### src/rtl/flash_irq_pkg.sv
package flash_irq_pkg;

   // Byte offsets of the register window; the host software decodes these.
   localparam logic [31:0] OFS_RAW    = 32'h20;
   localparam logic [31:0] OFS_MASKED = 32'h24;
   localparam logic [31:0] OFS_EN_SET = 32'h28;
   localparam logic [31:0] OFS_EN_CLR = 32'h2C;

   typedef enum logic [2:0] {
      SEL_NONE   = 3'd0,
      SEL_RAW    = 3'd1,
      SEL_MASKED = 3'd2,
      SEL_EN_SET = 3'd3,
      SEL_EN_CLR = 3'd4
   } reg_sel_e;

endpackage

### src/rtl/flash_irq_decode.sv
module flash_irq_decode
   import flash_irq_pkg::*;
#(
   parameter int ADDR_W = 8
) (
   input  logic [ADDR_W-1:0] addr_i,
   output reg_sel_e          sel_o
);

   localparam logic [ADDR_W-1:0] RAW_A    = ADDR_W'(OFS_RAW);
   localparam logic [ADDR_W-1:0] MASKED_A = ADDR_W'(OFS_MASKED);
   localparam logic [ADDR_W-1:0] EN_SET_A = ADDR_W'(OFS_EN_SET);
   localparam logic [ADDR_W-1:0] EN_CLR_A = ADDR_W'(OFS_EN_CLR);

   generate
      if (ADDR_W < 6) begin : g_addr_chk
         $error("flash_irq_decode: ADDR_W must reach offset 0x2C");
      end
   endgenerate

   logic [ADDR_W-1:0] word_addr;

   always_comb begin
      word_addr = {addr_i[ADDR_W-1:2], 2'b00};
      if (word_addr == RAW_A)          sel_o = SEL_RAW;
      else if (word_addr == MASKED_A)  sel_o = SEL_MASKED;
      else if (word_addr == EN_SET_A)  sel_o = SEL_EN_SET;
      else if (word_addr == EN_CLR_A)  sel_o = SEL_EN_CLR;
      else                             sel_o = SEL_NONE;
   end

endmodule

### src/rtl/flash_irq_bit_cell.sv
module flash_irq_bit_cell (
   input  logic clk,
   input  logic rst_n,
   input  logic evt_i,
   input  logic inject_i,
   input  logic ack_i,
   input  logic en_set_i,
   input  logic en_clr_i,
   output logic raw_o,
   output logic en_o
);

   logic raw_q;
   logic en_q;

   always_ff @(posedge clk) begin
      if (!rst_n) begin
         raw_q <= 1'b0;
         en_q  <= 1'b0;
      end else begin
         // event and injection win over an acknowledge on the same edge
         raw_q <= (raw_q & ~ack_i) | evt_i | inject_i;
         en_q  <= (en_q & ~en_clr_i) | en_set_i;
      end
   end

   assign raw_o = raw_q;
   assign en_o  = en_q;


   evt_set_chk: assert property (@(posedge clk) disable iff (!rst_n)
      evt_i |=> raw_o);

   raw_hold_chk: assert property (@(posedge clk) disable iff (!rst_n)
      (raw_o && !ack_i) |=> raw_o);

   raw_ack_chk: assert property (@(posedge clk) disable iff (!rst_n)
      (ack_i && !evt_i && !inject_i) |=> !raw_o);

   en_set_chk: assert property (@(posedge clk) disable iff (!rst_n)
      en_set_i |=> en_o);

   en_clr_chk: assert property (@(posedge clk) disable iff (!rst_n)
      (en_clr_i && !en_set_i) |=> !en_o);

endmodule

### src/rtl/flash_irq_read_mux.sv
module flash_irq_read_mux
   import flash_irq_pkg::*;
#(
   parameter int DATA_W = 32
) (
   input  logic              clk,
   input  logic              rst_n,
   input  logic              rd_i,
   input  reg_sel_e          sel_i,
   input  logic [DATA_W-1:0] raw_i,
   input  logic [DATA_W-1:0] en_i,
   output logic [DATA_W-1:0] rdata_o
);

   logic [DATA_W-1:0] rd_val;
   logic [DATA_W-1:0] rdata_q;

   always_comb begin
      unique case (sel_i)
         SEL_RAW:                rd_val = raw_i;
         SEL_MASKED:             rd_val = raw_i & en_i;
         SEL_EN_SET, SEL_EN_CLR: rd_val = en_i;
         default:                rd_val = '0;
      endcase
   end

   always_ff @(posedge clk) begin
      if (!rst_n)    rdata_q <= '0;
      else if (rd_i) rdata_q <= rd_val;
   end

   assign rdata_o = rdata_q;


   unmapped_rd_chk: assert property (@(posedge clk) disable iff (!rst_n)
      (rd_i && sel_i == SEL_NONE) |=> (rdata_o == '0));

   rdata_hold_chk: assert property (@(posedge clk) disable iff (!rst_n)
      !rd_i |=> $stable(rdata_o));

endmodule

### src/rtl/flash_irq_ctrl.sv
module flash_irq_ctrl
   import flash_irq_pkg::*;
#(
   parameter int          DATA_W   = 32,
   parameter int          ADDR_W   = 8,
   parameter int          WC_BIT   = 1,
   parameter logic [31:0] IMPL_MSK = 32'h0000_0002
) (
   input  logic              clk,
   input  logic              rst_n,
   input  logic              wc_evt_i,
   input  logic              bus_wr_i,
   input  logic              bus_rd_i,
   input  logic [ADDR_W-1:0] bus_addr_i,
   input  logic [DATA_W-1:0] bus_wdata_i,
   output logic [DATA_W-1:0] bus_rdata_o,
   output logic              irq_o
);

   localparam logic [DATA_W-1:0] IMPL = DATA_W'(IMPL_MSK);

   generate
      if (DATA_W < 2 || DATA_W > 32) begin : g_width_chk
         $error("flash_irq_ctrl: DATA_W out of range");
      end
      if (WC_BIT < 0 || WC_BIT >= DATA_W) begin : g_bit_chk
         $error("flash_irq_ctrl: WC_BIT outside the data word");
      end
      if (IMPL_MSK[WC_BIT] == 1'b0) begin : g_impl_chk
         $error("flash_irq_ctrl: word-complete bit not implemented");
      end
   endgenerate

   reg_sel_e          sel;
   logic [DATA_W-1:0] evt_vec;
   logic [DATA_W-1:0] inject_vec;
   logic [DATA_W-1:0] ack_vec;
   logic [DATA_W-1:0] en_set_vec;
   logic [DATA_W-1:0] en_clr_vec;
   logic [DATA_W-1:0] raw_vec;
   logic [DATA_W-1:0] en_vec;
   logic [DATA_W-1:0] raw_nxt;
   logic [DATA_W-1:0] en_nxt;
   logic              irq_q;

   flash_irq_decode #(.ADDR_W(ADDR_W)) decode_i (
      .addr_i (bus_addr_i),
      .sel_o  (sel)
   );

   always_comb begin
      evt_vec         = '0;
      evt_vec[WC_BIT] = wc_evt_i;
      inject_vec = (bus_wr_i && sel == SEL_RAW)    ? bus_wdata_i : '0;
      ack_vec    = (bus_wr_i && sel == SEL_MASKED) ? bus_wdata_i : '0;
      en_set_vec = (bus_wr_i && sel == SEL_EN_SET) ? bus_wdata_i : '0;
      en_clr_vec = (bus_wr_i && sel == SEL_EN_CLR) ? bus_wdata_i : '0;
   end

   for (genvar b = 0; b < DATA_W; b++) begin : g_bit
      if (IMPL[b]) begin : g_cell
         flash_irq_bit_cell cell_i (
            .clk      (clk),
            .rst_n    (rst_n),
            .evt_i    (evt_vec[b]),
            .inject_i (inject_vec[b]),
            .ack_i    (ack_vec[b]),
            .en_set_i (en_set_vec[b]),
            .en_clr_i (en_clr_vec[b]),
            .raw_o    (raw_vec[b]),
            .en_o     (en_vec[b])
         );
      end else begin : g_tie
         assign raw_vec[b] = 1'b0;
         assign en_vec[b]  = 1'b0;
      end
   end

   // next-state view so the interrupt register moves on the same edge
   always_comb begin
      raw_nxt = ((raw_vec & ~ack_vec) | evt_vec | inject_vec) & IMPL;
      en_nxt  = ((en_vec & ~en_clr_vec) | en_set_vec) & IMPL;
   end

   always_ff @(posedge clk) begin
      if (!rst_n) irq_q <= 1'b0;
      else        irq_q <= |(raw_nxt & en_nxt);
   end

   assign irq_o = irq_q;

   flash_irq_read_mux #(.DATA_W(DATA_W)) rmux_i (
      .clk     (clk),
      .rst_n   (rst_n),
      .rd_i    (bus_rd_i),
      .sel_i   (sel),
      .raw_i   (raw_vec),
      .en_i    (en_vec),
      .rdata_o (bus_rdata_o)
   );


   irq_level_chk: assert property (@(posedge clk) disable iff (!rst_n)
      irq_o == (|(raw_vec & en_vec)));

   reserved_zero_chk: assert property (@(posedge clk) disable iff (!rst_n)
      ((raw_vec | en_vec) & ~IMPL) == '0);

   collide_chk: assert property (@(posedge clk) disable iff (!rst_n)
      (wc_evt_i && bus_wr_i && sel == SEL_MASKED) |=> raw_vec[WC_BIT]);

endmodule

### config.mk
export PLATFORM = sky130hd
export DESIGN_NAME = flash_irq_ctrl
export DESIGN_NICKNAME = d
export VERILOG_FILES = /design/src/rtl/flash_irq_pkg.sv /design/src/rtl/flash_irq_decode.sv /design/src/rtl/flash_irq_bit_cell.sv /design/src/rtl/flash_irq_read_mux.sv /design/src/rtl/flash_irq_ctrl.sv
export SDC_FILE = /design/constraint.sdc
export NUM_CORES = 1
export LEC_CHECK = 0
export ABC_AREA = 1
export BUFFER_PORTS_ARGS = -buffer_cell sky130_fd_sc_hd__buf_2
export CAP_MARGIN = 20
export CORE_MARGIN = 2
export CORE_UTILIZATION = 53
export DETAILED_ROUTE_END_ITERATION = 10
export PLACE_DENSITY = 0.82
export SYNTH_ARGS = -nofsm -noshare
export SYNTH_HDL_FRONTEND = slang
export SYNTH_HIERARCHICAL = 1
export SYNTH_SLANG_ARGS = --single-unit
export TNS_END_PERCENT = 30
### constraint.sdc
create_clock -name clk -period 2.2 [get_ports clk]
set_input_delay 0.55 -clock clk [delete_from_list [all_inputs] [get_ports clk]]
set_output_delay 0.55 -clock clk [all_outputs]
set_load 0.1 [all_outputs]
Word level (Yosys, flattened, before mapping)
Index checks and enable logic that the tools add are counted. Widths: inputs -> output; s select.

Bits in latches: 0. Bits in registers: 35. Memories kept: 0. Bits of input ports: 45. Logic and storage cells: 43. Bits in writable memories: 0. ROM bits: 0.

Divide/modulo/power cells: 0. $lt $le $gt $ge: 0. Add/subtract/negate cells: 0. Mux-type cells: 9. Equal/unequal tests: 8. Bitwise logic cells: 16. Multipliers: 0. Shifts and indexed selects: 0. Reductions and logical operators: 6.

Operators with widths (number): $pmux 32 s3 (1); $reduce_or 32->1 (1); $eq 6x4->1 const B (4); $mux 3 (4); $and 2x2->2 (4); $mux 2 (4); $eq 3x2->1 const B (2); $or 2x2->2 (3); $logic_and 1x1->1 (4); $not 2->2 (2); $eq 3x1->1 const B (1); $eq 3x3->1 const B (1); $or 1x1->1 (3); $and 1x1->1 (2); $not 1->1 (2); $reduce_or 2->1 (1).

Logic depth before layout (Yosys ltp)
Depth after elaboration: 14. Mapped depth: 12. Mapped depth without buffers: 10.

Hierarchy
The synthesis kept the hierarchy.

By module, submodules not included: flash_irq_read_mux (area an instance 2109.5 um^2, instances 1, cells an instance 327); flash_irq_ctrl (area an instance 133.9 um^2, instances 1, cells an instance 28); flash_irq_bit_cell (area an instance 76.3 um^2, instances 1, cells an instance 11); flash_irq_decode (area an instance 45.0 um^2, instances 1, cells an instance 12).

Least setup slack after synthesis
No wires, ideal clock.

Kind: input-to-reg. Start: in bus_addr_i[5]. End: reg rmux_i.rdata_q[1], in the netlist rmux_i/rdata_o[1]. Setup slack: 366 ps. Buffers on the path: 1. Arrival: 1763 ps. Required time: 2130 ps. Setup time: 70 ps. Cell stages on the path: 11. Path through: inv_1 -> nor2_1 -> nand2_1 -> nor2_1 -> nand2_1 -> nand2_2 -> clkbuf_4 -> nand3_1 -> nand3_1 -> nand2_1 -> a21oi_1.

Elaborated cells on any way between the ends: 14. Those cells by class: eq/ne: 8; mux: 5; reduce/logical: 1.

RTL lines: start, declared (RTL line flash_irq_ctrl.sv:14) `input logic [ADDR_W-1:0] bus_addr_i,`; $eq 6x4->1 (RTL line flash_irq_decode.sv:27) `else if (word_addr == EN_SET_A) sel_o = SEL_EN_SET;`; $mux 3 (RTL line flash_irq_decode.sv:27); $mux 3 (RTL line flash_irq_decode.sv:26) `else if (word_addr == MASKED_A) sel_o = SEL_MASKED;`; $mux 3 * (RTL line flash_irq_decode.sv:25) `if (word_addr == RAW_A) sel_o = SEL_RAW;`; named net sel[1] (RTL line flash_irq_ctrl.sv:34) `reg_sel_e sel;`; $eq 3x2->1 or $eq 3x3->1 (tied branches) (RTL line flash_irq_read_mux.sv:19) `unique case (sel_i)`; $reduce_or 2->1 (RTL line flash_irq_read_mux.sv:19); $pmux 32 s3 * (RTL line flash_irq_read_mux.sv:19); end signal, assigned (RTL line flash_irq_read_mux.sv:29) `else if (rd_i) rdata_q <= rd_val;`; end, declared (RTL line flash_irq_read_mux.sv:16) `logic [DATA_W-1:0] rdata_q;`.

The timed path passes the listed nets; every way through them passes the cells marked *. A chain may end at the register's enable or synchronous reset.

Final worst setup path
Start: reg rmux_i.rdata_q[28], in the netlist rmux_i/rdata_o[28]. End: out bus_rdata_o[28].

RTL lines: end, declared (RTL line flash_irq_ctrl.sv:16) `output logic [DATA_W-1:0] bus_rdata_o,`.

No word-level cell between the ends.

==> results_dict.tcl <==
set metrics [dict create \
    status "completed" \
    insertion_delay_ns 0.28 \
    synth_area_leaders "dfxtp_1, nand3_1, nand2_1, nand3b_1, a21oi_1" \
    synth_cells 378 \
    slowest_delay_ns 0.43 \
    clk_pin_slew_worst_paths_ns 0.07 \
    maxSlewViolCount 0 \
    finalClockSkew_ns 0.00142 \
    async_reset_ff_share_pct 0 \
    setup-violations-final 0 \
    end_kind "primary output" \
    rr_worst_depth 5 \
    drc 0 \
    synth_common_cells "nand2_1, nand3_1, dfxtp_1" \
    cp_num_buf_inv 1 \
    num_vias 2678 \
    antenna_found_initial 0 \
    r2r_end "rmux_i/rdata_o[1]" \
    ys_types 20 \
    cp_max_fo 2 \
    dp_cells 579 \
    gr-total-overflow 0 \
    grt.total_usage_pct 23.9 \
    tns_ns 0 \
    portBuffers 44 \
    worst_slack_ns 0.583 \
    drv_cap 0 \
    final_cells 587 \
    synth_ff_type "dfxtp_1" \
    diodes 0 \
    place_congestion 0.788 \
    cts_made_buffers 5 \
    crit_family "buffers and inverters" \
    grt_max_degree 33 \
    hold_class "reg2reg" \
    ir_drop_mv 0.233 \
    synth_edf_count 0 \
    ctsResizeCount 0 \
    yosysMostFrequentCell "nand2_1" \
    synth_seq_area_share_pct 29.6 \
    max_freq_ghz 0.618 \
    cts_hold_buf 0 \
    cp_num_cells 1 \
    fin_nets 579 \
    dpl-instance-area_sq_mm 0.00302 \
    slew_headroom_pct 64.2 \
    ys_warn_count 6 \
    startpoint_type "flip-flop" \
    dr.pass1.iters 5 \
    viasPerCell 4.56 \
    totalWireLength_um 5650 \
    whs_endpoint "rmux_i/rdata_o[21]" \
    rows 24 \
    pin_count 78 \
    rsz0062_at_grt "false" \
    dp_hpwl_um 3700 \
    cts_buffer_depth 2 \
    period_needed_ns 1.62 \
    worst_slew_pin_slew_ns 0.536 \
    path_class "reg2out" \
    cts_tree "yes" \
    core_area_sq_mm 0.00432 \
    place_ws_ns 0.434 \
    drt_iter0_drc 136 \
    hp-start "rmux_i/rdata_o[21]" \
    postRouteAntennaNets 0 \
    ys_ff_latch 35 \
    power_density_mw_per_mm2 419 \
    finalCritPeriodShare_pct 73.5 \
    grt_pass1_vias 2501 \
    grt_pass1_wl_um 10000 \
    synth_area_sq_mm 0.00236 \
    final_hold_viol_count 0 \
    synth_top_area_share_pct 29.6 \
    cp.required_ns 1.65 \
    stdcell_area_sq_mm 0.00311 \
    numClockSinks 35 \
    die-width_um 70.8 \
    crit_chain "buf_2" \
    worstPathArrival_ns 1.07 \
    avgSynthCellArea_sq_um 6.26 \
    floorplan.die.height_um 70.8 \
    die_area_sq_mm 0.00501 \
    layout-drive-gt1-share_pct 13.6 \
    slowest_stage "buf_2" \
    h-tree-depth 2 \
    rrSetupSlack_ns 1.25 \
    worstHoldPathCells 2 \
    leakage_nw 1.49 \
    initial_utilization_pct 54.7 \
    synth_top_area_cell "dfxtp_1" \
    r2r-start "g_bit[1].g_cell.cell_i/raw_o" \
    cts_root_buf "clkbuf_8" \
    post_drt_wl_per_cell_um 9.63 \
    areaGrowthSynthToFinish_pct 31.5 \
    postCtsSetupRepairBufs 0 \
]
registers in the layout, summed over array words and instances (netlist names):
name and cells:
g_bit.g_cell.cell_i/en_o 1, g_bit.g_cell.cell_i/raw_o 1, rmux_i/rdata_o 32, irq_o 1
where the power goes:
group	internal (mW)	switching (mW)
clock	0.221	0.240
sequential	0.640	0.00430
combinational	0.0501	0.146
cells in the final DEF (no fill, tap or decap):
cell	netlist	final
inv_1	17	17
nand2_2	1	1
clkbuf_8	0	5
clkinvlp_4	0	1
o21bai_1	1	1
inv_2	5	5
clkinv_2	0	1
nand2_1	108	108
nor2_1	11	10
buf_4	5	11
clkbuf_1	10	1
conb_1	1	124
nor2_2	2	3
nand3_1	99	99
a21oi_1	34	34
nand3b_1	32	32
o21ai_2	1	1
nor2_4	1	1
buf_2	9	44
nand4_1	1	1
dfxtp_1	35	35
stage by stage:
stage / power (mW) / utilization (%) / hold WS, ns
after global routing: 1.36 / 71.9 / 0.484
after global placement: 0.845 / 69.9 / 0.449
after detailed placement: 0.847 / 69.9 / 0.452
final: 1.30 / 71.9 / 0.462
after CTS: 1.31 / 71.9 / 0.464
after floorplan: 0.817 / - / 0.462
area by class of cell:
| type | count | area (sq um) |
|---|---|---|
| Sequential cell | 35 | 701 |
| Inverter | 22 | 82.6 |
| Clock inverter | 2 | 12.5 |
| Fill cell | 407 | 1210 |
| Tap cell | 52 | 65.1 |
| Clock buffer | 6 | 72.6 |
| Multi-Input combinational cell | 415 | 1870 |
| Timing Repair Buffer | 55 | 303 |
cell families (layout without fill, tap and decap cells):
logic type | Yosys count | in the layout | synth area share (%)
AOI/OAI and AO/OA | 36 | 36 | 7.88
buffers and inverters | 51 | 85 | 10.8
DFF | 35 | 35 | 29.6
other | 1 | 124 | 0.159
and+or+nand+nor | 255 | 255 | 51.5
how the worst max path moves through the flow:
stage,endpoint,slack [ns],start
floorplan,rmux_i/rdata_o[1],0.37,bus_addr_i[5]
global placement,rmux_i/rdata_o[1],0.47,bus_addr_i[7]
detailed placement,rmux_i/rdata_o[1],0.43,bus_addr_i[7]
CTS,bus_rdata_o[28],0.57,rmux_i/rdata_o[28]
global route,bus_rdata_o[3],0.56,rmux_i/rdata_o[3]
finish,bus_rdata_o[28],0.58,rmux_i/rdata_o[28]
metal layers:
metal / share of wire [%] / GRT usage [%] / wire [um]
met2: 51 / 44.7 / 2890
met4: 2.2 / 11.5 / 127
met3: 3.2 / 4.70 / 182
met5: 0 / 0 / 0
met1: 43 / 25.4 / 2450
Note: power is estimated with default switching activity, not from simulation.
